===== src/rtl/mpb_pkg.sv =====
package mpb_pkg;
  typedef enum logic [2:0] {
    K_BAD     = 3'd0,
    K_PAGE    = 3'd1,
    K_DATA_LO = 3'd2,
    K_DATA_HI = 3'd3
  } kind_t;
endpackage


===== src/rtl/mpb_decode.sv =====
module mpb_decode
  import mpb_pkg::*;
#(
  parameter int PAGE_W = 9,
  parameter int PHY_W  = 5,
  parameter int REG_W  = 5,
  parameter logic [PHY_W-1:0] PAGE_PHY  = 5'h18,
  parameter logic [PHY_W-1:0] DATA_BASE = 5'h10,
  localparam int ADDR_W = PAGE_W + 3 + (REG_W - 1) + 2
) (
  input  logic [PHY_W-1:0]  phy,
  input  logic [REG_W-1:0]  regn,
  input  logic [PAGE_W-1:0] page,
  output kind_t             kind,
  output logic [ADDR_W-1:0] addr
);
  logic in_data;

  assign in_data = (phy[PHY_W-1:3] == DATA_BASE[PHY_W-1:3]);
  assign addr    = {page, phy[2:0], regn[REG_W-1:1], 2'b00};

  always_comb begin
    kind = K_BAD;
    if (in_data) begin
      kind = regn[0] ? K_DATA_HI : K_DATA_LO;
    end else if (phy == PAGE_PHY && regn == '0) begin
      kind = K_PAGE;
    end
  end
endmodule


===== src/rtl/mpb_write_stage.sv =====
module mpb_write_stage
  import mpb_pkg::*;
#(
  parameter int PAGE_W = 9,
  parameter int HALF_W = 16,
  localparam int WORD_W = 2 * HALF_W
) (
  input  logic              clk,
  input  logic              rst_n,
  input  logic              fire_wr,
  input  kind_t             kind,
  input  logic [HALF_W-1:0] wdata,
  output logic [PAGE_W-1:0] page,
  output logic              reg_wr_en,
  output logic [WORD_W-1:0] reg_wdata
);
  logic [HALF_W-1:0] stage_hi;

  always_ff @(posedge clk or negedge rst_n) begin
    if (!rst_n) begin
      page     <= '0;
      stage_hi <= '0;
    end else if (fire_wr) begin
      if (kind == K_PAGE)    page     <= wdata[PAGE_W-1:0];
      if (kind == K_DATA_HI) stage_hi <= wdata;
    end
  end

  assign reg_wr_en = fire_wr && (kind == K_DATA_LO);
  assign reg_wdata = {stage_hi, wdata};

  // the page moves only on an accepted page write
  a_r1_page_stable: assert property (@(posedge clk) disable iff (!rst_n)
    !(fire_wr && kind == K_PAGE) |=> $stable(page));
endmodule


===== src/rtl/mpb_read_path.sv =====
module mpb_read_path
  import mpb_pkg::*;
#(
  parameter int PAGE_W = 9,
  parameter int HALF_W = 16,
  parameter int ADDR_W = 18,
  localparam int WORD_W = 2 * HALF_W
) (
  input  logic              clk,
  input  logic              rst_n,
  input  logic              fire_rd,
  input  kind_t             kind,
  input  logic [ADDR_W-1:0] addr,
  input  logic [PAGE_W-1:0] page,
  input  logic [WORD_W-1:0] reg_rdata,
  input  logic              rsp_ready,
  output logic              reg_rd_en,
  output logic              rsp_valid,
  output logic [HALF_W-1:0] rsp_data,
  output logic              busy
);
  logic              rd_pend;
  logic              hi_valid;
  logic [ADDR_W-1:0] hi_tag;
  logic [ADDR_W-1:0] pend_tag;
  logic [HALF_W-1:0] hi_latch;
  logic [HALF_W-1:0] quick_data;

  assign reg_rd_en = fire_rd && (kind == K_DATA_LO);
  assign busy      = rsp_valid || rd_pend;

  always_comb begin
    case (kind)
      K_PAGE:    quick_data = {{(HALF_W-PAGE_W){1'b0}}, page};
      K_DATA_HI: quick_data = (hi_valid && hi_tag == addr) ? hi_latch : '1;
      default:   quick_data = '1;
    endcase
  end

  always_ff @(posedge clk or negedge rst_n) begin
    if (!rst_n) begin
      rd_pend   <= 1'b0;
      hi_valid  <= 1'b0;
      hi_tag    <= '0;
      pend_tag  <= '0;
      hi_latch  <= '0;
      rsp_valid <= 1'b0;
      rsp_data  <= '0;
    end else begin
      if (rsp_valid && rsp_ready) rsp_valid <= 1'b0;
      if (rd_pend) begin
        rd_pend   <= 1'b0;
        rsp_valid <= 1'b1;
        rsp_data  <= reg_rdata[HALF_W-1:0];
        hi_latch  <= reg_rdata[WORD_W-1:HALF_W];
        hi_tag    <= pend_tag;
        hi_valid  <= 1'b1;
      end else if (fire_rd) begin
        if (kind == K_DATA_LO) begin
          rd_pend  <= 1'b1;
          pend_tag <= addr;
        end else begin
          rsp_valid <= 1'b1;
          rsp_data  <= quick_data;
        end
      end
    end
  end

  // a waiting response keeps its value
  a_r9_rsp_hold: assert property (@(posedge clk) disable iff (!rst_n)
    rsp_valid && !rsp_ready |=> rsp_valid && $stable(rsp_data));
  // one bus read per low-half read
  a_r5_single_rd: assert property (@(posedge clk) disable iff (!rst_n)
    reg_rd_en |=> !reg_rd_en);
endmodule


===== src/rtl/mdio_page_bridge.sv =====
module mdio_page_bridge
  import mpb_pkg::*;
#(
  parameter int PAGE_W = 9,
  parameter int HALF_W = 16,
  parameter int PHY_W  = 5,
  parameter int REG_W  = 5,
  parameter logic [PHY_W-1:0] PAGE_PHY  = 5'h18,
  parameter logic [PHY_W-1:0] DATA_BASE = 5'h10,
  localparam int ADDR_W = PAGE_W + 3 + (REG_W - 1) + 2,
  localparam int WORD_W = 2 * HALF_W
) (
  input  logic              clk,
  input  logic              rst_n,
  input  logic              mdio_valid,
  output logic              mdio_ready,
  input  logic              mdio_write,
  input  logic [PHY_W-1:0]  mdio_phy,
  input  logic [REG_W-1:0]  mdio_reg,
  input  logic [HALF_W-1:0] mdio_wdata,
  output logic              rsp_valid,
  input  logic              rsp_ready,
  output logic [HALF_W-1:0] rsp_data,
  output logic [ADDR_W-1:0] reg_addr,
  output logic [WORD_W-1:0] reg_wdata,
  output logic              reg_wr_en,
  output logic              reg_rd_en,
  input  logic [WORD_W-1:0] reg_rdata
);
  kind_t             kind;
  logic [PAGE_W-1:0] page;
  logic              busy;
  logic              fire;

  assign mdio_ready = !busy;
  assign fire       = mdio_valid && mdio_ready;

  mpb_decode #(
    .PAGE_W(PAGE_W), .PHY_W(PHY_W), .REG_W(REG_W),
    .PAGE_PHY(PAGE_PHY), .DATA_BASE(DATA_BASE)
  ) u_decode (
    .phy(mdio_phy), .regn(mdio_reg), .page(page),
    .kind(kind), .addr(reg_addr)
  );

  mpb_write_stage #(.PAGE_W(PAGE_W), .HALF_W(HALF_W)) u_wr (
    .clk(clk), .rst_n(rst_n), .fire_wr(fire && mdio_write),
    .kind(kind), .wdata(mdio_wdata), .page(page),
    .reg_wr_en(reg_wr_en), .reg_wdata(reg_wdata)
  );

  mpb_read_path #(.PAGE_W(PAGE_W), .HALF_W(HALF_W), .ADDR_W(ADDR_W)) u_rd (
    .clk(clk), .rst_n(rst_n), .fire_rd(fire && !mdio_write),
    .kind(kind), .addr(reg_addr), .page(page), .reg_rdata(reg_rdata),
    .rsp_ready(rsp_ready), .reg_rd_en(reg_rd_en), .rsp_valid(rsp_valid),
    .rsp_data(rsp_data), .busy(busy)
  );

  // bus writes only come from the data window
  a_r8_wr_in_window: assert property (@(posedge clk) disable iff (!rst_n)
    reg_wr_en |-> mdio_phy[PHY_W-1:3] == DATA_BASE[PHY_W-1:3]);
  // a high-half write never reaches the bus
  a_r3_hi_no_write: assert property (@(posedge clk) disable iff (!rst_n)
    (fire && mdio_write && mdio_reg[0]) |-> !reg_wr_en);
  // no new request while a bus read is in flight
  a_r9_block_after_rd: assert property (@(posedge clk) disable iff (!rst_n)
    reg_rd_en |=> !mdio_ready);
  // word-aligned bus address on every access
  a_r2_aligned: assert property (@(posedge clk) disable iff (!rst_n)
    (reg_wr_en || reg_rd_en) |-> reg_addr[1:0] == 2'b00);
endmodule


===== config.mk =====
export PLATFORM = sky130hd
export DESIGN_NAME = mdio_page_bridge
export DESIGN_NICKNAME = d
export VERILOG_FILES = /design/src/rtl/mpb_pkg.sv /design/src/rtl/mpb_decode.sv /design/src/rtl/mpb_write_stage.sv /design/src/rtl/mpb_read_path.sv /design/src/rtl/mdio_page_bridge.sv
export SDC_FILE = /design/constraint.sdc
export NUM_CORES = 1
export LEC_CHECK = 0
export ABC_AREA = 1
export CORE_ASPECT_RATIO = 1.5
export CORE_MARGIN = 3
export CORE_UTILIZATION = 45
export DETAILED_ROUTE_END_ITERATION = 6
export PLACE_DENSITY = 0.77
export SETUP_SLACK_MARGIN = 0.2
export SKIP_CTS_REPAIR_TIMING = 1
export SLEW_MARGIN = 25
export SYNTH_ARGS = -nofsm -noshare
export SYNTH_HDL_FRONTEND = slang
export SYNTH_SLANG_ARGS = --single-unit

===== constraint.sdc =====
create_clock -name clk -period 1.8 [get_ports clk]
set_clock_uncertainty 0.1 [all_clocks]
set_input_delay 0.36 -clock clk [delete_from_list [all_inputs] [get_ports clk]]
set_output_delay 0.36 -clock clk [all_outputs]
set_load 0.005 [all_outputs]

==> results_dict.tcl, run 1 <==
set metrics [dict create \
    status "finished, violations left" \
    violations "negative setup slack" \
    ff_latch_area_mm2 0.00230 \
    register_bit_count_reported_by_yosys 92 \
    cts.sink_count 92 \
    critical_path.startpoint_type "flop" \
    crit_path_cell_trace "nor2_4 > nand3b_1 > nor2_4 > clkbuf_2" \
    share_seq_of_total_power 0.430 \
    clk_pin_slew_worst_paths_ns 0.06 \
    grt_remaining_overflow 0 \
    clockRootBuffer "clkbuf_16" \
    grtUsageTotal 0.207 \
    cts-htree-levels 3 \
    highest_count_cells_in_the_layout_ignoring_fill_and_taps "nand2_1, dfrtp_1, dlymetal6s2s_1, nor2_1, clkdlybuf4s50_1" \
    sw_frac_of_total 0.295 \
    syn-mean-instance-area_um2 8.02 \
    synth_area_leaders "dfrtp_1, nand2_1, nor2_1" \
    synth_cell_type_count 30 \
    fp-row-count 44 \
    pwr_density_cell_mw_per_mm2 953 \
    drt_first_iter_violations 147 \
    grt_util_met1 0.238 \
    finalCriticalPeriod_ns 1.85 \
    ir_drop_uv 674 \
    first_global_vias 4081 \
    nNetsFinal 779 \
    drt_first_pass_iters 4 \
    timing_max_transition_violations_final 0 \
    portBuffers 130 \
    switchingPower_mw 1.96 \
    fp.dieArea_mm2 0.0114 \
    critical_path_class "reg2out" \
    mostFrequentLayoutCell "nand2_1" \
    drt_drc_violations_left 0 \
    floorplan.die.height_um 129 \
    detail_route.wirelength_um 13100 \
    grt.met2_usage 0.361 \
    cts-buffers-inserted 9 \
    achievable-frequency_mhz 539 \
    grt_max_degree 65 \
    yosys.area.top_type_share 0.505 \
    top_level_ports 133 \
    fin_util 0.713 \
    timing.hold.ws_ns 0.260 \
    grt_util_met3 0.0483 \
    syn-cell-area_mm2 0.00455 \
    nFillCells 729 \
    dpl_worst_slack_ns -0.482 \
    clock_insertion_delay_worst_skew_ns 0.34 \
    unrepaired_setup_endpoints_after_global_routing "yes" \
    multi_input_area_mm2 0.00189 \
    leakagePower_nw 3.83 \
    critical_path.max_fanout 2 \
    comb_power_share 0.282 \
    synth_top_flop_cell "dfrtp_1" \
    syn-instance-count 568 \
    cp_common_cell "nor2_4" \
    power.share.clock 0.288 \
    drtAntennaViolNets 0 \
    grt_pass1_wl_um 18500 \
    cp_slowest_cell "dfrtp_2" \
    timing.hold.worst.class "in2reg" \
    gp_congestion 0.814 \
    arrival_ns 1.39 \
    via_density 5.12 \
    place.detailed.hpwl_um 8500 \
    hold_violations 0 \
    antennaDiodeCount 0 \
    synth_top_cell_by_area "dfrtp_1" \
    floorplan.initialDensity 0.465 \
    syn_to_final_growth_pct 53.4 \
    clock_tree_from_tritoncts "done" \
    yosys_warnings 0 \
    critical_path.max_stage_delay_ns 0.45 \
    grt_most_used_layer "met2" \
    critPathRequiredTime_ns 1.34 \
    setup_tns_ns -0.0620 \
    async_reset_ff_frac 1.00 \
    die_w_um 88.1 \
    cts-root-to-sink-buffers 2 \
    fin_crit_sh 1.03 \
    setup_viol_count_final 2 \
    synth.yosys.seq_area_share 0.505 \
    core_area_mm2 0.00980 \
    maxCapViolations 0 \
    total_number_of_vias 4281 \
    wire_per_inst_um 15.7 \
    end_kind "primary output" \
    antenna_found_initial 0 \
    timing.final.ws_setup_ns -0.0547 \
    internal-power_mw 4.70 \
    final_layout_size_suffix_gt1_frac 0.218 \
    synth_enable_flop_cells 0 \
]
[power by group through the flow]
stage	Clock (mW)	Combinational, mW	Sequential (mW)
5_1_grt	2.02	2.09	2.92
2_1_floorplan	0	0.803	2.85
3_5_place_dp	0	1.75	2.89
4_1_cts	1.95	1.77	2.86
3_3_place_gp	0	1.70	2.86
6_report	1.91	1.88	2.86
[registers in the layout, indices dropped and copies added, names as in the netlist]
register and count:
u_rd.hi_latch 16, u_rd.hi_tag 16, u_rd.pend_tag 16, u_rd.rsp_data 16
u_wr.stage_hi 16, u_wr.page 9, u_rd.hi_valid 1, u_rd.rd_pend 1
u_rd.rsp_valid 1
[area by class of cell]
cell class	instances	area share
multi-input cells	366	0.270
inverters	63	0.0351
clock buffers	10	0.0342
well taps	115	0.0206
repair inverters	1	0.000716
clock inverters	6	0.00913
flip-flops and latches	92	0.330
repair buffers	183	0.301
[layer usage]
layer	share of wire	routed length, um	up-vias
met5	0	0	-
met4	0.037	486	0
met3	0.063	827	35
met2	0.54	7040	173
met1	0.36	4740	2037
li1	-	-	2036
[cells by family after synthesis]
group | count (synthesis) | share of synthesized area
compound gates | 68 | 0.0830
xor+xnor | 1 | 0.00192
buf+inv | 111 | 0.124
flops | 92 | 0.505
mux | 7 | 0.0173
other cells | 1 | 0.000823
simple gates | 288 | 0.267
[synth_stat cells (2+ instances only)]
cell	count
a21oi_1	26
nor2_1	84
nand2_1	167
nand3b_1	2
buf_4	27
inv_1	50
nand4_1	20
nor2_4	3
mux2_1	2
mux2_2	5
nand3_1	2
inv_2	12
buf_6	2
buf_1	3
o21ai_0	32
o21ai_2	10
buf_2	12
nor2_2	3
nand2_2	2
clkbuf_1	3
dfrtp_1	92
[critical path, delay by kind of cell, from the launching register on]
| kind | cells | cell delay, ns |
|---|---|---|
| flip-flops | 1 | 0.45 |
| AND/OR/NAND/NOR | 3 | 0.47 |
| buffers and inverters | 1 | 0.13 |
[through the flow]
stage	cell area [um^2]	power [mW]	instances
2_1_floorplan	4560	3.66	569
3_3_place_gp	6000	4.56	794
3_5_place_dp	6000	4.65	794
4_1_cts	6300	6.58	810
5_1_grt	6990	7.02	836
6_report	6990	6.65	836
[final timing paths]
| check | endpoint | cells past startpoint | slack (ns) | from |
|---|---|---|---|---|
| worst max-delay path | reg_rd_en | 4 | -0.05 | u_rd.rsp_valid |
| max in group asynchronous | u_rd.rsp_valid | 3 | 0.70 | rst_n |
| worst max register to register | u_wr.stage_hi[9] | 7 | 0.02 | u_rd.rsp_valid |
| worst min-delay path | u_rd.pend_tag[3] | 3 | 0.26 | mdio_reg[2] |
| min in group asynchronous | u_wr.stage_hi[3] | 2 | 0.38 | rst_n |
| worst min register to register | u_rd.hi_valid | 2 | 0.36 | u_rd.hi_valid |
Note: power is estimated with default switching activity, not from simulation.
==> run 2: changes to the inputs <==
--- a/config.mk
+++ b/config.mk
@@ -6,7 +6,7 @@
 export NUM_CORES = 1
 export LEC_CHECK = 0
 export ABC_AREA = 1
-export CORE_ASPECT_RATIO = 1.5
+export CORE_ASPECT_RATIO = 2
 export CORE_MARGIN = 3
 export CORE_UTILIZATION = 45
 export DETAILED_ROUTE_END_ITERATION = 6
==> results_dict.tcl, run 2 (same netlist as run 1, synthesis figures left out) <==
set metrics [dict create \
    mostFrequentLayoutCell "nand2_1" \
    cts-htree-levels 3 \
    unrepaired_setup_endpoints_after_global_routing "yes" \
    clk_pin_slew_worst_paths_ns 0.07 \
    finalCriticalPeriod_ns 2.01 \
    placed_cells_incl_taps 816 \
    first_global_vias 4140 \
    maxCapViolations 0 \
    met2WireLength_um 7420 \
    antennaDiodeCount 0 \
    core_area_mm2 0.00983 \
    clock_insertion_delay_worst_skew_ns 0.34 \
    fp.dieArea_mm2 0.0114 \
    floorplan.die.height_um 148 \
    violations "negative setup slack" \
    top_level_ports 133 \
    place.detailed.hpwl_um 8870 \
    portBuffers 130 \
    grt_remaining_overflow 0 \
    syn_to_final_growth_pct 49.9 \
    r2r-start "u_rd.rsp_valid" \
    r2r_end "u_rd.rsp_data[13]" \
    timing.hold.ws_ns 0.218 \
    status "finished, violations left" \
    grtUsageTotal 0.215 \
    cts.sink_count 92 \
    antenna_found_initial 0 \
    timing.final.ws_setup_ns -0.213 \
    highest_count_cells_in_the_layout_ignoring_fill_and_taps "nand2_1, dfrtp_1, nor2_1, dlymetal6s2s_1, clkdlybuf4s50_1" \
    hold_violations 0 \
    setup.worst_path.start "u_rd.rsp_valid" \
    final_layout_size_suffix_gt1_frac 0.169 \
    via_density 4.86 \
    critical_path.max_fanout 2 \
    setup_tns_ns -0.609 \
    nFillCells 760 \
    drtAntennaViolNets 0 \
    die_w_um 77.1 \
    end_kind "primary output" \
    arrival_ns 1.55 \
    leakagePower_nw 3.84 \
    timing.hold.worst.class "in2reg" \
    floorplan.initialDensity 0.463 \
    cts-buffers-inserted 9 \
    reg2reg_slack_ns -0.04 \
    worst_case_reg_to_reg_path_depth 10 \
    total_number_of_vias 4148 \
    pwr_density_cell_mw_per_mm2 956 \
    design_power_total_mw 6.53 \
    drt_first_iter_violations 238 \
    clockRootBuffer "clkbuf_16" \
    wl_met3_um 683 \
    timing_max_transition_violations_final 0 \
    setup_viol_count_final 21 \
    critPathRequiredTime_ns 1.34 \
    top_layer_used "met4" \
    nNetsFinal 779 \
    gp_congestion 0.847 \
    met1Wirelength_um 4570 \
    wire_per_inst_um 15.3 \
    achievable-frequency_mhz 497 \
    layout.cell_area.non_filler_mm2 0.00683 \
    detail_route.wirelength_um 13000 \
    grt_max_degree 65 \
    fin_crit_sh 1.12 \
    critical_path.startpoint_type "flop" \
    place_area_mm2 0.00606 \
    worstHoldStart "mdio_reg[2]" \
    holdPathEnd "u_rd.pend_tag[3]" \
    cts-root-to-sink-buffers 2 \
    drt_first_pass_iters 4 \
    drt_drc_violations_left 0 \
    fp-row-count 51 \
    clock_tree_from_tritoncts "done" \
    stdcell_count 853 \
    critical_path_class "reg2out" \
    grt_pass1_wl_um 19600 \
    holdPathStages 3 \
    ir_drop_uv 768 \
]
run 2: cell count changes in the layout (fill, tap and decap cells not counted), moves of 3 or more:
cell | before | now
nor2_1 | 61 | 79
nand2_2 | 12 | 4
buf_4 | 31 | 36
nand2_1 | 155 | 165
nor2_2 | 12 | 7
buf_6 | 8 | 2
nor2_4 | 17 | 4
clkinvlp_4 | 4 | 1
run 2: power by group:
| part | leakage, nW | internal, mW | total, mW | switching [mW] |
|---|---|---|---|---|
| logic | 2.56 | 0.969 | 1.84 | 0.871 |
| clock network | 0.144 | 1.04 | 1.83 | 0.792 |
| registers | 1.13 | 2.59 | 2.85 | 0.259 |
| total | 3.84 | 4.61 | 6.53 | 1.92 |
run 2: worst max-delay path: stages, from the launching register on:
cell,delay (ns)
dfrtp_1,0.42
nor2_2,0.18
buf_4,0.13
nand3b_1,0.16
nor2_4,0.19
buf_2,0.14
run 2: layout make-up:
type	instances	area (um^2)	area share
clock buffers	12	267	0.0390
clock inverters	4	22.5	0.00330
inverters	63	238	0.0348
multi-input cells	366	1730	0.254
flip-flops and latches	92	2300	0.337
well taps	132	165	0.0242
repair buffers	184	2100	0.308
run 2: worst max-delay path by stage:
stage / endpoint / slack [ns] / depth (start not counted)
floorplan: u_wr.page[8] / 0.21 / 9
CTS: reg_rd_en / -0.53 / 6
finish: reg_rd_en / -0.21 / 5
detailed placement: reg_rd_en / -0.53 / 6
global route: reg_rd_en / -0.25 / 5
global placement: reg_rd_en / -0.51 / 6
run 2: per-layer routing:
layer | global-route usage | up-vias
met5 | 0 | -
met4 | 0.0918 | 0
met3 | 0.0424 | 26
met2 | 0.401 | 145
met1 | 0.232 | 1947
li1 | - | 2030
run 2: stage by stage:
step / util / worst slack [ns]
global placement: 0.616 / -0.507
finish: 0.695 / -0.213
global route: 0.695 / -0.247
detailed placement: 0.616 / -0.532
CTS: 0.646 / -0.534
floorplan: - / 0.210
